--- src/rtl/sbi_pkg.sv ---
package sbi_pkg;
    localparam int SBI_COLS     = 32;
    localparam int SBI_ROWS_MAX = 192;

    typedef enum logic {
        ORDER_PLAIN   = 1'b0,
        ORDER_SHIFTED = 1'b1
    } sbi_order_e;
endpackage

--- src/rtl/sbi_bitrev.sv ---
module sbi_bitrev #(
    parameter int W = 5
) (
    input  logic [W-1:0] idx_i,
    output logic [W-1:0] rev_o
);
    for (genvar i = 0; i < W; i++) begin : g_rev
        assign rev_o[i] = idx_i[W-1-i];
    end
endmodule

--- src/rtl/sbi_modk.sv ---
module sbi_modk #(
    parameter int W = 13
) (
    input  logic [W:0]   val_i,
    input  logic [W-1:0] mod_i,
    output logic [W-1:0] res_o
);
    logic [W:0] diff;

    always_comb begin
        diff  = val_i - {1'b0, mod_i};
        res_o = W'((val_i >= {1'b0, mod_i}) ? diff : val_i);
    end

    always_comb begin
        if (mod_i != '0 && val_i < {mod_i, 1'b0}) begin
            AST_MODK_RANGE: assert (res_o < mod_i);
        end
    end
endmodule

--- src/rtl/sbi_seq.sv ---
module sbi_seq #(
    parameter int COL_W = 5,
    parameter int ROW_W = 8
) (
    input  logic             clk,
    input  logic             rst_n,
    input  logic             launch_i,
    input  logic [ROW_W-1:0] rows_i,
    output logic             act_o,
    output logic [ROW_W-1:0] row_o,
    output logic [COL_W-1:0] col_o,
    output logic             end_o
);
    typedef struct packed {
        logic             act;
        logic [ROW_W-1:0] rows;
        logic [ROW_W-1:0] row;
        logic [COL_W-1:0] col;
    } seq_t;

    seq_t cur_q, nxt_d;
    logic row_wrap;
    logic col_wrap;

    always_comb begin
        nxt_d    = cur_q;
        row_wrap = (cur_q.row == cur_q.rows - ROW_W'(1));
        col_wrap = (cur_q.col == '1);
        if (launch_i) begin
            nxt_d.act  = 1'b1;
            nxt_d.rows = rows_i;
            nxt_d.row  = '0;
            nxt_d.col  = '0;
        end else if (cur_q.act) begin
            if (row_wrap) begin
                nxt_d.row = '0;
                if (col_wrap) begin
                    nxt_d.act = 1'b0;
                end else begin
                    nxt_d.col = cur_q.col + COL_W'(1);
                end
            end else begin
                nxt_d.row = cur_q.row + ROW_W'(1);
            end
        end
    end

    always_ff @(posedge clk or negedge rst_n) begin
        if (!rst_n) begin
            cur_q <= '0;
        end else begin
            cur_q <= nxt_d;
        end
    end

    assign act_o = cur_q.act;
    assign row_o = cur_q.row;
    assign col_o = cur_q.col;
    assign end_o = cur_q.act && row_wrap && col_wrap;

    AST_ROW_BOUND: assert property (@(posedge clk) disable iff (!rst_n)
        cur_q.act |-> (cur_q.row < cur_q.rows));
    AST_ROWS_NONZERO: assert property (@(posedge clk) disable iff (!rst_n)
        cur_q.act |-> (cur_q.rows != '0));
endmodule

--- src/rtl/sbi_addr_gen.sv ---
module sbi_addr_gen #(
    parameter int COLS     = sbi_pkg::SBI_COLS,
    parameter int ROWS_MAX = sbi_pkg::SBI_ROWS_MAX,
    parameter int LEN_W    = $clog2(ROWS_MAX * COLS + 1)
) (
    input  logic             clk,
    input  logic             rst_n,
    input  logic             start_i,
    input  logic             mode_i,
    input  logic [LEN_W-1:0] blk_len_i,
    output logic [LEN_W-1:0] addr_o,
    output logic             valid_o,
    output logic             last_o
);
    import sbi_pkg::*;

    localparam int COL_W = $clog2(COLS);
    localparam int ROW_W = $clog2(ROWS_MAX);

    typedef struct packed {
        sbi_order_e       order;
        logic [LEN_W-1:0] len;
        logic [LEN_W-1:0] addr;
        logic             vld;
        logic             lst;
    } top_t;

    top_t cur_q, nxt_d;

    logic [LEN_W-1:0] rows_full;
    logic             len_ok;
    logic             launch;
    logic             seq_act;
    logic             seq_end;
    logic [ROW_W-1:0] seq_row;
    logic [COL_W-1:0] seq_col;
    logic [COL_W-1:0] col_rev;
    logic [LEN_W:0]   raw_addr;
    logic [LEN_W-1:0] wrap_addr;

    always_comb begin
        rows_full = blk_len_i >> COL_W;
        len_ok    = (blk_len_i[COL_W-1:0] == '0) && (rows_full != '0)
                    && (rows_full <= LEN_W'(ROWS_MAX));
        launch    = start_i && len_ok;
    end

    sbi_seq #(
        .COL_W (COL_W),
        .ROW_W (ROW_W)
    ) u_seq (
        .clk      (clk),
        .rst_n    (rst_n),
        .launch_i (launch),
        .rows_i   (ROW_W'(rows_full)),
        .act_o    (seq_act),
        .row_o    (seq_row),
        .col_o    (seq_col),
        .end_o    (seq_end)
    );

    sbi_bitrev #(
        .W (COL_W)
    ) u_rev (
        .idx_i (seq_col),
        .rev_o (col_rev)
    );

    always_comb begin
        raw_addr = (LEN_W+1)'({seq_row, col_rev})
                   + (LEN_W+1)'(cur_q.order == ORDER_SHIFTED);
    end

    sbi_modk #(
        .W (LEN_W)
    ) u_modk (
        .val_i (raw_addr),
        .mod_i (cur_q.len),
        .res_o (wrap_addr)
    );

    always_comb begin
        nxt_d      = cur_q;
        nxt_d.vld  = seq_act && !launch;
        nxt_d.lst  = seq_end && !launch;
        nxt_d.addr = wrap_addr;
        if (launch) begin
            nxt_d.len   = blk_len_i;
            nxt_d.order = sbi_order_e'(mode_i);
        end
    end

    always_ff @(posedge clk or negedge rst_n) begin
        if (!rst_n) begin
            cur_q <= '0;
        end else begin
            cur_q <= nxt_d;
        end
    end

    assign addr_o  = cur_q.addr;
    assign valid_o = cur_q.vld;
    assign last_o  = cur_q.lst;

    AST_ADDR_BELOW_K: assert property (@(posedge clk) disable iff (!rst_n)
        valid_o |-> (addr_o < cur_q.len));
    AST_LAST_WITH_VALID: assert property (@(posedge clk) disable iff (!rst_n)
        last_o |-> valid_o);
    AST_RUN_CONTINUES: assert property (@(posedge clk) disable iff (!rst_n)
        (valid_o && !last_o && !start_i) |=> valid_o);
    AST_QUIET_AFTER_LAST: assert property (@(posedge clk) disable iff (!rst_n)
        (last_o && !start_i) |=> !valid_o);
    AST_BAD_START_NO_EFFECT: assert property (@(posedge clk) disable iff (!rst_n)
        (start_i && !len_ok && !valid_o && !seq_act) |=> !valid_o);
endmodule

--- config.mk ---
export PLATFORM = sky130hd
export DESIGN_NAME = sbi_addr_gen
export DESIGN_NICKNAME = d
export VERILOG_FILES = /design/src/rtl/sbi_pkg.sv /design/src/rtl/sbi_bitrev.sv /design/src/rtl/sbi_modk.sv /design/src/rtl/sbi_seq.sv /design/src/rtl/sbi_addr_gen.sv
export SDC_FILE = /design/constraint.sdc
export NUM_CORES = 1
export LEC_CHECK = 0
export BUFFER_PORTS_ARGS = -buffer_cell sky130_fd_sc_hd__buf_2
export CORE_MARGIN = 2
export CORE_UTILIZATION = 40
export DETAILED_ROUTE_END_ITERATION = 10
export PLACE_DENSITY = 0.69
export SLEW_MARGIN = 0
export SYNTH_ARGS = -nofsm -noshare
export SYNTH_HDL_FRONTEND = slang
export SYNTH_HIERARCHICAL = 1
export SYNTH_SLANG_ARGS = --single-unit
--- constraint.sdc ---
create_clock -name clk -period 3.25 [get_ports clk]
set_clock_uncertainty 0.15 [all_clocks]
set_input_delay 0.1625 -clock clk [delete_from_list [all_inputs] [get_ports clk]]
set_output_delay 0.1625 -clock clk [all_outputs]
set_load 0.01 [all_outputs]
==> impl_metrics.yaml <==
critical_path:
  required_ns: 3.31
  path_class: "reg2reg"
  critPathSlowestCell: "dfrtp_1"
  crit_buf_inv: 1
  cpLargestDelayFamily: "simple AND/OR/NAND/NOR gates"
  rr_startpoint: "cur_q[28]"
  crit_top_cell: "ha_1"
  cpPeakStageDelay_ns: 0.40
  worstRegToRegCells: 12
  crit_arrival_ns: 3.21
  path_cells: "ha_1 > and3_1 > and3_4 > nand3_1 > xnor2_1 > ha_1 > a21o_1 > nor3_1 > o21ai_2 > o32a_4 > buf_4 > mux2i_1"
  r2r-end: "addr_o[1]"
  r2r_slack_ns: 0.10
  start_kind: "register"
  end_kind: "register"
  critPathMaxFanout: 6
global_routing:
  antenna_found_initial: 0
  grt.total_usage_pct: 15.7
  gr-total-overflow: 0
  grt_pass1_vias: 2856
  grt_pass1_wl_mm: 13.2
  grt_max_degree: 28
yosys:
  synth_top_cell_area_share_pct: 33.1
  synth_top_family_by_area: "simple AND/OR/NAND/NOR gates"
  synth_compound_area_share_pct: 15.2
  synth-xor-area-share_pct: 7.05
  synthSimpleGateAreaFrac_pct: 20.6
  syn_nets: 441
  synth_mux_area_share_pct: 6.86
  yosysWarnings: 6
  synth-seq-cells: 51
  synth_area_um2: 3850
  seq_area_frac_synth_pct: 33.1
  synth_edf_count: 0
  ys_async_sr_fraction_pct: 100
  yosys_most_used_dff: "dfrtp_1"
  synth_top_cell_by_area: "dfrtp_1"
  synth.area.top_cells: "dfrtp_1, ha_1, buf_4"
  syn-instance-count: 404
  yosysUniqueCellTypes: 70
  syn_area_per_cell_um2: 9.53
  synthAdderAreaFrac_pct: 6.69
clock_tree:
  cts_root_buf: "clkbuf_8"
  cts_tree: "yes"
  clkLatencyLatePin_ns: 0.30
  clock_sinks: 51
  clock_path_buffers: 2
  h-tree-depth: 2
  cts_buffers: 5
  clk_pin_slew_ns: 0.08
worst_hold_path:
  hp-start: "mode_i"
  min_to: "cur_q[28]"
  hold_depth: 2
  hp-class: "in2reg"
power:
  vdd_drop_max_uv: 376
  design_power_total_w: 0.00354
  power.internal_w: 0.00208
  power-per-cell-area_nw_per_um2: 876
  seqPwrFrac_pct: 27.5
  p_clk_share_pct: 9.6
  switching_power_w: 0.00146
  leakagePower_nw: 1.75
  power_frac_comb_pct: 62.9
  switching_share_pct: 41.2
timing:
  slew_violations: 0
  hold_violations: 0
  timing.fmax_mhz: 318
  fin_crit_sh_pct: 96.9
  worst_slew_pin_slew_ns: 0.589
  finalSetupViolations: 0
  min_period_ns: 3.15
  relSlewSlack_pct: 60.6
cells_and_area:
  nNetsFinal: 450
  final_common_cell: "dfrtp_1"
  most-common-layout-cells: "dfrtp_1, buf_2, a21oi_1"
  area_delta_synth_final_pct: 5.00
  diodes: 0
  final_cell_area_um2: 4040
  drive_gt1_share_pct: 21.6
  n_fill_cell: 904
job:
  drv_cap: 0
route:
  vias: 2923
  first_pass_iters: 4
  drtIter0Drc: 158
  viasPerCell: 5.40
  drtAntennaViolNets: 0
  drc: 0
  finalWirelength_mm: 8.04
  wl_per_cell_um: 14.9
floorplanning:
  die_area_um2: 10400
  core_area_um2: 9280
  die_y_um: 102
  die_w_um: 102
  start_util_pct: 41.5
  io_pins: 32
  rows: 35
run_status:
  status: "completed"
place:
  gp_congestion: 0.889
  dp_hpwl_mm: 5.99
  io_buffer_count: 31
  place_area_um2: 3900
==> worst reg2reg max path, cell delays in order (launching register included) <==
cell and delay, ns:
dfrtp_1 0.40, ha_1 0.18, and3_1 0.23, and3_4 0.22, nand3_1 0.09, xnor2_1 0.27, ha_1 0.33, a21o_1 0.22
nor3_1 0.22, o21ai_2 0.12, o32a_4 0.28, buf_4 0.16, mux2i_1 0.18
==> worst max-delay path by stage <==
stage | from | to | cells past startpoint
finish | cur_q[28] | addr_o[1] | 12
global route | cur_q[28] | addr_o[1] | 12
CTS | cur_q[28] | addr_o[2] | 11
detailed placement | cur_q[28] | addr_o[2] | 11
global placement | cur_q[28] | addr_o[2] | 10
floorplan | u_seq/col_o[4] | addr_o[10] | 13
==> cells by family after synthesis <==
group,after synthesis
adder cells (fa/ha/maj),20
multiplexers,21
AND/OR/NAND/NOR,135
XOR/XNOR,31
AO/OA/AOI/OAI,85
buffers and inverters,61
flip-flops,51
==> registers in the layout, summed over array words and instances, names as in the netlist <==
register     count
addr_o          13
u_seq/row_o      8
last_o           1
u_seq/col_o      5
valid_o          1
cur_q           14
u_seq/cur_q      8
u_seq/act_o      1
==> metrics by stage <==
step	instances	utilization (%)	worst slack, ns	setup TNS, ns	hold slack, ns
after floorplan	404	-	0.173	0	-0.283
after global placement	531	42.0	0.131	0	0.0356
after detailed placement	531	42.0	0.0325	0	0.0418
after CTS	538	42.9	0.0338	0	0.0152
after global routing	541	43.5	-0.104	-0.961	0.0175
final	541	43.5	0.101	0	0.0211
==> power by group through the flow <==
stage | sequential [W] | clock [W] | combinational, W
floorplan | 0.000951 | 0 | 0.00196
CTS | 0.000972 | 0.000354 | 0.00210
finish | 0.000973 | 0.000341 | 0.00223
detailed placement | 0.000986 | 0 | 0.00209
global route | 0.00100 | 0.000380 | 0.00245
global placement | 0.000983 | 0 | 0.00203
==> routing by layer <==
layer | vias up | track usage (%) | routed length (µm)
met1 | 1426 | 20.3 | 3690
li1 | 1422 | - | -
met4 | 0 | 4.92 | 131
met3 | 9 | 2.39 | 241
met5 | - | 0 | 0
met2 | 66 | 27.1 | 3990
==> synth_stat cells (all sizes together) (4+ instances only) <==
cell type and count:
nand2 22, nor4 7, nand2b 10, mux2 19
nand3 13, dfrtp 51, nor2 20, xnor2 17
a211oi 7, xor2 14, or2 4, a21oi 24
inv 18, clkbuf 4, ha 19, o22ai 5
nor2b 9, o221a 5, buf 37, and2 10
o21ai 23, nor3 11, and3 9
==> final cells by class <==
class / instances / area, µm² / area share (%)
clock buffer: 6 / 72.6 / 1.80
inverter: 19 / 71.3 / 1.76
tap: 129 / 161 / 3.99
sequential: 51 / 1280 / 31.6
multi-input combinational: 293 / 2210 / 54.8
timing repair buffer: 43 / 248 / 6.13
==> repair_timing <==
action,CTS,global route
gates resized for setup,0,5
setup buffers,0,2
hold endpoints to repair,25,0
setup endpoints to repair,0,13
hold buffers,1,0
No activity file was read; power rests on OpenSTA's default activity.
